<file path="src/rtl/dma_timing_pkg.sv">
package dma_timing_pkg;

    typedef enum logic [1:0] {
        TT_A = 2'd0,
        TT_B = 2'd1,
        TT_C = 2'd2,
        TT_D = 2'd3
    } tt_e;

    typedef enum logic [1:0] {
        ST_IDLE = 2'd0,
        ST_WAIT = 2'd1,
        ST_ACT  = 2'd2,
        ST_REC  = 2'd3
    } st_e;

    function automatic int unsigned act_ns(tt_e t);
        case (t)
            TT_A:    return 250;
            TT_B:    return 187;
            TT_C:    return 125;
            default: return 62;
        endcase
    endfunction

    function automatic int unsigned rec_ns(tt_e t);
        case (t)
            TT_A:    return 312;
            TT_B:    return 250;
            default: return 125;
        endcase
    endfunction

    function automatic int unsigned cycle_ns(tt_e t);
        return act_ns(t) + rec_ns(t);
    endfunction

    function automatic int unsigned ns_to_ticks(int unsigned ns, int unsigned clk_ps);
        return (ns * 1000 + clk_ps - 1) / clk_ps;
    endfunction

endpackage

</file>
<file path="src/rtl/dma_mode_sel.sv">
module dma_mode_sel
    import dma_timing_pkg::*;
(
    input  logic [2:0]  xfer_mode,
    input  logic [15:0] drive_min_ns,
    output tt_e         sel_type
);
    logic        fast_mw;
    logic [31:0] req_ns;

    always_comb begin
        fast_mw = xfer_mode[2] && (xfer_mode[1:0] != 2'd0);
        if (fast_mw) begin
            req_ns = 32'd250;
            if ({16'd0, drive_min_ns} > req_ns)
                req_ns = {16'd0, drive_min_ns};
        end else begin
            req_ns = 32'd480;
        end

        if (req_ns <= cycle_ns(TT_D))      sel_type = TT_D;
        else if (req_ns <= cycle_ns(TT_C)) sel_type = TT_C;
        else if (req_ns <= cycle_ns(TT_B)) sel_type = TT_B;
        else                               sel_type = TT_A;
    end
endmodule

</file>
<file path="src/rtl/dma_tick_table.sv">
module dma_tick_table
    import dma_timing_pkg::*;
#(
    parameter int unsigned CLK_PS = 4000,
    parameter int unsigned CNT_W  = 8
) (
    input  tt_e              ttype,
    output logic [CNT_W-1:0] act_ticks,
    output logic [CNT_W-1:0] rec_ticks
);
    logic [CNT_W-1:0] act_lut [4];
    logic [CNT_W-1:0] rec_lut [4];

    for (genvar i = 0; i < 4; i++) begin : g_type
        localparam tt_e T = tt_e'(i);
        assign act_lut[i] = CNT_W'(ns_to_ticks(act_ns(T), CLK_PS));
        assign rec_lut[i] = CNT_W'(ns_to_ticks(rec_ns(T), CLK_PS));
    end

    assign act_ticks = act_lut[ttype];
    assign rec_ticks = rec_lut[ttype];
endmodule

</file>
<file path="src/rtl/dma_strobe_fsm.sv">
module dma_strobe_fsm
    import dma_timing_pkg::*;
#(
    parameter int unsigned WCW   = 8,
    parameter int unsigned CNT_W = 8
) (
    input  logic             clk,
    input  logic             rst_n,
    input  logic             start,
    input  tt_e              type_in,
    input  logic [WCW-1:0]   word_count,
    input  logic             dmarq,
    input  logic [CNT_W-1:0] act_ticks,
    input  logic [CNT_W-1:0] rec_ticks,
    output tt_e              cur_type,
    output logic             strobe,
    output logic             busy,
    output logic             done,
    output logic             start_err
);
    typedef struct packed {
        st_e              state;
        logic [CNT_W-1:0] cnt;
        logic [WCW-1:0]   words;
        tt_e              ttype;
        logic             done;
        logic             err;
    } fsm_t;

    fsm_t s_d, s_q;

    always_comb begin
        s_d      = s_q;
        s_d.done = 1'b0;
        s_d.err  = 1'b0;
        case (s_q.state)
            ST_IDLE: begin
                if (start) begin
                    if (word_count == '0) begin
                        s_d.done = 1'b1;
                    end else begin
                        s_d.state = ST_WAIT;
                        s_d.words = word_count;
                        s_d.ttype = type_in;
                    end
                end
            end
            ST_WAIT: begin
                if (dmarq) begin
                    s_d.state = ST_ACT;
                    s_d.cnt   = act_ticks - 1'b1;
                end
            end
            ST_ACT: begin
                if (s_q.cnt == '0) begin
                    s_d.state = ST_REC;
                    s_d.cnt   = rec_ticks - 1'b1;
                end else begin
                    s_d.cnt = s_q.cnt - 1'b1;
                end
            end
            default: begin
                if (s_q.cnt != '0) begin
                    s_d.cnt = s_q.cnt - 1'b1;
                end else if (s_q.words == WCW'(1)) begin
                    s_d.state = ST_IDLE;
                    s_d.words = '0;
                    s_d.done  = 1'b1;
                end else begin
                    s_d.words = s_q.words - 1'b1;
                    if (dmarq) begin
                        s_d.state = ST_ACT;
                        s_d.cnt   = act_ticks - 1'b1;
                    end else begin
                        s_d.state = ST_WAIT;
                    end
                end
            end
        endcase
        if (start && s_q.state != ST_IDLE)
            s_d.err = 1'b1;
    end

    always_ff @(posedge clk) begin
        if (!rst_n) begin
            s_q <= '{state: ST_IDLE, cnt: '0, words: '0, ttype: TT_A,
                     done: 1'b0, err: 1'b0};
        end else begin
            s_q <= s_d;
        end
    end

    assign cur_type  = s_q.ttype;
    assign strobe    = (s_q.state == ST_ACT);
    assign busy      = (s_q.state != ST_IDLE);
    assign done      = s_q.done;
    assign start_err = s_q.err;
endmodule

</file>
<file path="src/rtl/dma_strobe_gen.sv">
module dma_strobe_gen
    import dma_timing_pkg::*;
#(
    parameter int unsigned CLK_PS = 4000,
    parameter int unsigned WCW    = 8,
    parameter int unsigned CNT_W  = 8
) (
    input  logic           clk,
    input  logic           rst_n,
    input  logic           start,
    input  logic [1:0]     timing_type,
    input  logic [WCW-1:0] word_count,
    input  logic           dmarq,
    output logic           strobe,
    output logic           busy,
    output logic           done,
    output logic           start_err,
    input  logic [2:0]     xfer_mode,
    input  logic [15:0]    drive_min_ns,
    output logic [1:0]     sel_type
);
    tt_e              cur_type;
    tt_e              sel_tt;
    logic [CNT_W-1:0] act_ticks;
    logic [CNT_W-1:0] rec_ticks;

    dma_mode_sel u_sel (
        .xfer_mode    (xfer_mode),
        .drive_min_ns (drive_min_ns),
        .sel_type     (sel_tt)
    );

    dma_tick_table #(.CLK_PS(CLK_PS), .CNT_W(CNT_W)) u_tab (
        .ttype     (cur_type),
        .act_ticks (act_ticks),
        .rec_ticks (rec_ticks)
    );

    dma_strobe_fsm #(.WCW(WCW), .CNT_W(CNT_W)) u_fsm (
        .clk        (clk),
        .rst_n      (rst_n),
        .start      (start),
        .type_in    (tt_e'(timing_type)),
        .word_count (word_count),
        .dmarq      (dmarq),
        .act_ticks  (act_ticks),
        .rec_ticks  (rec_ticks),
        .cur_type   (cur_type),
        .strobe     (strobe),
        .busy       (busy),
        .done       (done),
        .start_err  (start_err)
    );

    assign sel_type = sel_tt;
endmodule

</file>
<file path="config.mk">
export PLATFORM = sky130hd
export DESIGN_NAME = dma_strobe_gen
export DESIGN_NICKNAME = d
export VERILOG_FILES = /design/src/rtl/dma_timing_pkg.sv /design/src/rtl/dma_mode_sel.sv /design/src/rtl/dma_tick_table.sv /design/src/rtl/dma_strobe_fsm.sv /design/src/rtl/dma_strobe_gen.sv
export SDC_FILE = /design/constraint.sdc
export NUM_CORES = 1
export LEC_CHECK = 0
export CORE_MARGIN = 5
export CORE_UTILIZATION = 53
export DETAILED_ROUTE_END_ITERATION = 16
export GPL_ROUTABILITY_DRIVEN = 0
export HOLD_SLACK_MARGIN = 0.08
export PLACE_DENSITY = 0.78
export SYNTH_ARGS = -nofsm -noshare
export SYNTH_HDL_FRONTEND = slang
export SYNTH_HIERARCHICAL = 1
export SYNTH_SLANG_ARGS = --single-unit
</file>
<file path="constraint.sdc">
create_clock -name clk -period 3.4 [get_ports clk]
set_clock_uncertainty 0.05 [all_clocks]
set_input_delay 0.51 -clock clk [delete_from_list [all_inputs] [get_ports clk]]
set_output_delay 0.51 -clock clk [all_outputs]
set_load 0.005 [all_outputs]
</file>
# [Word level (Yosys, flattened, before mapping)]
# Index checks and enable logic that the tools add are counted.
# W data, S select, Z words.
[word_totals] reg_bits=22 input_bits=33 out_inout_bits=6 wordCells=77
[classes] addsub=4 magnitude_cmp=5 eq_ne=10 n_mux=34 n_bitwise=4 n_reduce_logical=14
[ops] operator="$mux W8" n=10
[ops] operator="$bmux W8 S2" n=2
[ops] operator="$le A16 B8 Y1 const B" n=2
[ops] operator="$mux W16" n=2
[ops] operator="$sub A8 B1 Y8 const B" n=4
[ops] operator="$pmux W8 S3" n=1
[ops] operator="$mux W10" n=2
[ops] operator="$gt A16 B8 Y1 const B" n=1
[ops] operator="$le A16 B9 Y1 const B" n=1
[ops] operator="$logic_not A8 Y1" n=2
[ops] operator="$mux W2" n=8
[ops] operator="$pmux W8 S2" n=1
[ops] operator="$mux W11" n=1
[ops] operator="$eq A8 B1 Y1 const B" n=1
[ops] operator="$ne A2 B2 Y1 const B" n=4
[ops] operator="$reduce_and A4 Y1" n=2
[ops] operator="$reduce_bool A8 Y1" n=1
[ops] operator="$pmux W2 S3" n=1
[ops] operator="$mux W1" n=5
[ops] operator="$reduce_and A5 Y1" n=1
[ops] operator="$ne A4 B3 Y1 const B" n=1
[ops] operator="$ne A4 B4 Y1 const B" n=1
[ops] operator="$reduce_bool A2 Y1" n=2
[ops] operator="$reduce_bool A4 Y1" n=1
[ops] operator="other kinds (11)" n=14

# [Depth between registers and ports, before layout]
# Gate-level depths: netlist (run 1).
[logic_depth] ltp_word=9 depth_mapped=10 depth_no_buf=9

# [Modules after synthesis]
# The synthesis (run 1) kept the hierarchy.
[by_module_without_submodules] mod="dma_strobe_fsm" instances=1 cells_each=248 area_each_um2=1936.9 seq_area_each_um2=440.4
[by_module_without_submodules] mod="dma_tick_table" instances=1 cells_each=20 area_each_um2=147.6 seq_area_each_um2=0.0
[by_module_without_submodules] mod="dma_mode_sel" instances=1 cells_each=11 area_each_um2=91.3 seq_area_each_um2=0.0

# [Least setup slack after synthesis (run 1)]
# No wires, ideal clock.
[synth_timing] path_kind="reg-to-reg" startpoint="reg u_fsm.s_q, in the netlist u_fsm/cur_type[1]" endpoint="reg u_fsm/s_q[18] (netlist name)" setup_ns=0.074 arrival_ns=2.231 required_ns=3.276 slack_ns=1.044 path_stages_with_launch=10 n_path_buf=2 period_less_slack_ns=2.356 path_cell_list="dfxtp_1 > buf_4 > inv_1 > ha_1 > buf_4 > or4_1 > or3_1 > a31oi_1 > o221ai_1 > a31oi_1"
[synth_via] elab_chain_len=9 elab_cells_between_ends=15 classes_between="2 x add/sub; 12 x mux; 1 x bitwise"
[synth_rtl] element="start: declaration" line_no="dma_strobe_fsm.sv:30" rtl="fsm_t s_d, s_q;"
[synth_rtl] element="start signal: assignment" line_no="dma_strobe_fsm.sv:86" rtl="s_q <= '{state: ST_IDLE, cnt: '0, words: '0, ttype: TT_A,"
[synth_rtl] element="$not A2 Y3 (implied by the code) *" line_no="dma_tick_table.sv:20" rtl="assign act_ticks = act_lut[ttype];"
[synth_rtl] element="$bmux W8 S2 *" line_no="dma_tick_table.sv:20"
[synth_rtl] element="$mux W8 (implied by the code) * (2 in a row)" line_no="dma_tick_table.sv:20"
[synth_rtl] element="named net act_ticks[0]" line_no="dma_strobe_gen.sv:24" rtl="logic [CNT_W-1:0] act_ticks;"
[synth_rtl] element="$sub A8 B1 Y8 *" line_no="dma_strobe_fsm.sv:51, dma_strobe_fsm.sv:73"
[synth_rtl] element="$mux W8" line_no="dma_strobe_fsm.sv:71" rtl="if (dmarq) begin"
[synth_rtl] element="$mux W8" line_no="dma_strobe_fsm.sv:65" rtl="end else if (s_q.words == WCW'(1)) begin"
[synth_rtl] element="$mux W8" line_no="dma_strobe_fsm.sv:63" rtl="if (s_q.cnt != '0) begin"
[synth_rtl] element="$pmux W8 S3 *" line_no="dma_strobe_fsm.sv:36" rtl="case (s_q.state)"
# Mark *: on every way through the listed nets, which the timed path passes. The rest lies on a longest branch. The select of a mux whose other input is x is not followed.
# A chain may end at the register's enable or synchronous reset.

# [Worst setup path in the final report (run 1)]
[layout_timing] startpoint="in drive_min_ns[12]" endpoint="out sel_type[1]"
[layout_via] elab_chain_len=6 elab_cells_between_ends=7 classes_between="3 x order compare; 4 x mux"
[layout_rtl] element="start: declaration" line_no="dma_strobe_gen.sv:19" rtl="input logic [15:0] drive_min_ns,"
[layout_rtl] element="$gt A16 B8 Y1" line_no="dma_mode_sel.sv:15" rtl="if ({16'd0, drive_min_ns} > req_ns)"
[layout_rtl] element="$mux W16 *" line_no="dma_mode_sel.sv:15"
[layout_rtl] element="$mux W16 *" line_no="dma_mode_sel.sv:13" rtl="if (fast_mw) begin"
[layout_rtl] element="$le A16 B8 Y1" line_no="dma_mode_sel.sv:22" rtl="else if (req_ns <= cycle_ns(TT_C)) sel_type = TT_C;"
[layout_rtl] element="$mux W2" line_no="dma_mode_sel.sv:22"
[layout_rtl] element="$mux W2 *" line_no="dma_mode_sel.sv:21" rtl="if (req_ns <= cycle_ns(TT_D)) sel_type = TT_D;"
[layout_rtl] element="end: declaration" line_no="dma_strobe_gen.sv:20" rtl="output logic [1:0] sel_type"
# Mark *: on every way between the ends. The rest lies on a longest branch, timed or not.

==> out/results.txt, run 1 <==
Status - finished clean
GRT Util Overall - 20.0%
First drt pass iteration count - 4
Data required, critical path - 2.84 ns
Main area contributors after synthesis - dfxtp_1 (20%), ha_1 (8.1%), a31oi_1 (4.3%)
Number of gates resized after CTS - 0
Sw Ratio - 49.0%
Worst-Margin Slew - 0.971 ns
Fill cells - 345
Max_cap viols - 0
Area leader, netlist - dfxtp_1
Layout net count - 350
P per Cell Area - 775 nW/um2
Crit-path max FO - 2
Most common cell in the netlist - dfxtp_1
Fin crit period - 2.76 ns
Pleak - 0.954 nW
Clock root buffer - clkbuf_8
Share of synthesized area spent on multiplexers - 0.920%
Clock power share - 12.8%
RSZ-0062 raised after global routing - false
Fin crit share - 81.1%
Post-route DRC - 0
Die width - 74.1 um
Final slew viol count - 0
Cells after Synth - 279
Synth top area share - 20.2%
YS warnings - 6
CTS Hold Bufs - 0
CTS sink cnt - 22
Total vias in the final route - 2174
Gate power share - 65.4%
Synth unique cells - 64
DP Wirelength - 3990 um
Internal Power - 1.01 mW
Setup TNS - 0 ns
Detail Route Antenna Nets - 0
Hold WC Path Type - flop to flop
Initial Utilization - 54.4%
Yosys reg bits - 22
Xor/xnor cell area share of the yosys netlist - 4.43%
Critical path capture point type - output port
CTS tree - done
Crit Path Category - primary input to output port
Largest net degree at the start of global routing - 26
EDFF count, synth - 0
CP startpoint kind - primary input
Fmax - 363 MHz
Max-slew headroom - 34.9%
Core footprint - 4000 um2
Ports - 39
Reg2reg setup slack - 0.84 ns
Seq pwr share - 21.8%
Initial DRC Count - 162
Row count - 23
CTS buffer count - 3
Vias in the first global route - 1976
Reg clk slew, reported paths - 0.09 ns
I/O Buffers - 38
First-pass GRT wire length - 8790 um
Post-synthesis adder-cell area fraction - 8.05%
Setup violations, final - 0
Synthesized area - 2180 um2
Clk_lat worst skew - 0.27 ns
Die Ht - 74.1 um
Synthesized area per cell - 7.80 um2
Antenna diodes - 0
Max Root-Sink Buffers - 2
Drt total wl - 5410 um
Maximum VDD drop - 572 uV
Sequential share of the synthesized area - 20.2%
Fin. Hold Viols - 0
Compound-Gate Fraction of Synth Area - 30.0%
Initial antenna violation count - 0
Routed len/inst - 15.4 um
Top_reg_cell synth - dfxtp_1
Area growth syn-to-layout - 17.2%
Minimum hold slack - 0.449 ns
Setup Buffers After CTS - 0
Post-Synth Simple-Gate Area - 24.9%
Dpl ws - 0.623 ns
DR vias/cell - 6.18
Grt ovf - 0
Layout cells sized above 1 - 5.96%
Main combinational cell family by area after synthesis - compound AO/OA/AOI/OAI gates
Die ar. - 5490 um2
Synth cell count leaders - dfxtp_1 (22), inv_1 (21), nand2_1 (21)
Final worst setup slack - 0.643 ns
H-Tree Depth - 1
WP data arrival - 2.20 ns
Switching Power - 0.969 mW
Post-synth ARST share - 0%
flip-flops by register name, indices dropped and copies added, names as in the netlist:
register,cells
u_fsm/s_q,18
u_fsm/cur_type,2
u_fsm/done,1
u_fsm/start_err,1
cell families after synthesis:
logic type      after synthesis
compound gates               94
simple gates                 90
buf+inv                      45
flops                        22
fa+ha+maj                    14
xor+xnor                     11
mux                           2
other cells                   1
area by class of cell:
cell class	count	area, um2	area share (%)
tap	50	62.6	2.45
clock buffer	3	41.3	1.62
clock inverter	1	30.0	1.18
timing repair buffer	40	395	15.5
sequential	22	440	17.3
inverter	22	82.6	3.24
multi-input combinational	214	1500	58.7
routing by layer:
layer | global-route usage, % | part of all wire, % | up-vias
li1 | - | - | 1078
met1 | 26.9 | 44 | 982
met2 | 32.8 | 44 | 106
met3 | 3.51 | 11 | 8
met4 | 5.43 | 1.0 | 0
met5 | 0 | 0 | -
stage by stage:
stage	instances	cell area [um2]	util (%)	total power, mW
after floorplan	281	2180	-	1.47
after global placement	348	2480	62.0	1.67
after detailed placement	348	2480	62.0	1.69
after CTS	352	2550	63.7	1.96
after global routing	352	2550	63.7	2.13
final	352	2550	63.7	1.98
power groups by stage:
stage / logic, mW / clock network, mW / registers [mW]
2_1_floorplan: 1.07 / 0 / 0.404
3_3_place_gp: 1.24 / 0 / 0.430
3_5_place_dp: 1.25 / 0 / 0.433
4_1_cts: 1.27 / 0.257 / 0.428
5_1_grt: 1.42 / 0.265 / 0.442
6_report: 1.29 / 0.253 / 0.431
worst max-delay path, stage by stage:
cell and delay (ns):
clkdlybuf4s50_1 0.41, nor4b_2 0.28, o211ai_1 0.16, a311oi_1 0.29
clkdlybuf4s50_1 0.55
cells in the final DEF (no fill, tap or decap), types with 7 or more instances in the layout:
master | synthesis | final
a31oi_1 | 15 | 15
dfxtp_1 | 22 | 22
xor2_1 | 9 | 9
nand2_1 | 21 | 21
o21ai_0 | 18 | 18
nand3_1 | 7 | 7
ha_1 | 14 | 14
a21oi_1 | 7 | 7
or3_1 | 8 | 8
inv_1 | 21 | 21
nor2_1 | 15 | 15
clkdlybuf4s50_1 | 0 | 38
worst paths after layout:
| kind | from | to | cells past startpoint |
|---|---|---|---|
| setup / recovery | drive_min_ns[12] | sel_type[1] | 5 |
| hold / removal | u_fsm/s_q[9] | u_fsm/s_q[9] | 2 |
| setup reg to reg | u_fsm/s_q[12] | u_fsm/s_q[21] | 7 |
| hold reg to reg | u_fsm/s_q[9] | u_fsm/s_q[9] | 2 |
No activity file was read; power rests on OpenSTA's default activity.
==> run 2: changes to the inputs <==
clock period = 2.9 ns   (was 3.4 ns; I/O delays follow)
==> out/results.txt, run 2 (synthesis results as in run 1) <==
CTS sink cnt - 22
RSZ-0062 raised after global routing - false
Reg with most FFs - u_fsm/s_q
Commonest non-fill, non-tap cell in the layout - clkdlybuf4s50_1
I/O Buffers - 38
Row count - 23
Clock power share - 12.3%
Max Root-Sink Buffers - 2
WP data arrival - 2.10 ns
Grt ovf - 0
Gate power share - 66.2%
P per Cell Area - 908 nW/um2
GR Util met1 - 27.8%
DR vias/cell - 6.05
Worst-Margin Slew - 0.540 ns
GR Util met2 - 33.0%
Initial DRC Count - 207
Fill cells - 357
Status - finished clean
Data required, critical path - 2.41 ns
Setup Buffers After CTS - 0
Detail Route Antenna Nets - 0
Setup TNS - 0 ns
Vias in the first global route - 1971
H-Tree Depth - 1
Max-slew headroom - 64.0%
Ports - 39
Fin crit share - 89.3%
Final slew viol count - 0
Crit Path Category - primary input to output port
Multi-input logic area - 1500 um2
Busiest grt layer - met2
Die ar. - 5490 um2
CP startpoint kind - primary input
Reg clk slew, reported paths - 0.08 ns
Critical path capture point type - output port
First drt pass iteration count - 4
Die width - 74.1 um
Fin. Hold Viols - 0
Fin crit period - 2.59 ns
Seq pwr share - 21.5%
Layout cells sized above 1 - 7.19%
Pleak - 0.974 nW
Drt total wl - 5280 um
Hold WC Path Type - flop to flop
Clk_lat worst skew - 0.27 ns
CTS Hold Bufs - 0
Final Non-Filler Cells - 356
Maximum VDD drop - 630 uV
Core footprint - 4000 um2
Switching Power - 1.12 mW
First-pass GRT wire length - 8960 um
Internal Power - 1.22 mW
Global Route met3 Usage - 3.78%
Initial Utilization - 54.4%
CTS tree - done
Area growth syn-to-layout - 18.6%
Fmax - 386 MHz
Total vias in the final route - 2154
Die Ht - 74.1 um
GRT Util Overall - 20.3%
Clock root buffer - clkbuf_8
Antenna diodes - 0
DP Cell Count - 352
Sw Ratio - 47.9%
Number of gates resized after CTS - 0
DP Wirelength - 4170 um
Post-route DRC - 0
CTS buffer count - 3
Most frequent cells in the layout - clkdlybuf4s50_1 (38), dfxtp_1 (22), inv_1 (21), nand2_1 (21), o21ai_0 (18)
Setup violations, final - 0
Largest net degree at the start of global routing - 22
Max_cap viols - 0
Max reg flops - 18
Crit-path max FO - 2
Seq. cell area - 440 um2
Initial antenna violation count - 0
Routed len/inst - 14.8 um
Layout net count - 354
==> run 2: stage by stage <==
stage	util [%]	setup slack [ns]	total power, mW	instance area [um2]	hold WS (ns)
finish	64.5	0.311	2.34	2580	0.427
global route	64.5	0.192	2.55	2580	0.474
CTS	64.5	0.285	2.32	2580	0.433
detailed placement	62.7	0.285	2.03	2510	0.420
global placement	62.7	0.357	2.01	2510	0.422
floorplan	-	0.544	1.73	2180	0.398
==> run 2: critical path, cell delays in order <==
cell and delay [ns]:
clkdlybuf4s50_1 0.41, nor4b_2 0.27, o211ai_1 0.15, a311oi_1 0.29, clkdlybuf4s50_1 0.55
==> run 2: path summary, 6_finish.rpt <==
check	startpoint	to	slack (ns)	cells past startpoint
worst min register to register	u_fsm/s_q[9]	u_fsm/s_q[9]	0.43	2
worst min-delay path	u_fsm/s_q[9]	u_fsm/s_q[9]	0.43	2
worst max register to register	u_fsm/cur_type[1]	u_fsm/s_q[18]	0.39	7
worst max-delay path	drive_min_ns[12]	sel_type[1]	0.31	5
==> run 2: routing by layer <==
layer / routed length [um] / up-vias
li1: - / 1084
met1: 2370 / 982
met2: 2300 / 84
met3: 558 / 4
met4: 50 / 0
met5: 0 / -
==> run 2: layout make-up <==
cell class                 count  share of cell area [%]
timing repair buffer          44                    16.5
inverter                      22                    3.20
multi-input combinational    214                    58.1
sequential                    22                    17.1
clock buffer                   3                    1.60
clock inverter                 1                    1.16
tap                           50                    2.42
==> run 2: power groups by stage <==
stage | Clock (mW) | Combinational [mW] | Sequential (mW)
finish | 0.289 | 1.55 | 0.503
global route | 0.311 | 1.72 | 0.524
CTS | 0.293 | 1.53 | 0.501
detailed placement | 0 | 1.52 | 0.510
global placement | 0 | 1.51 | 0.508
floorplan | 0 | 1.26 | 0.474
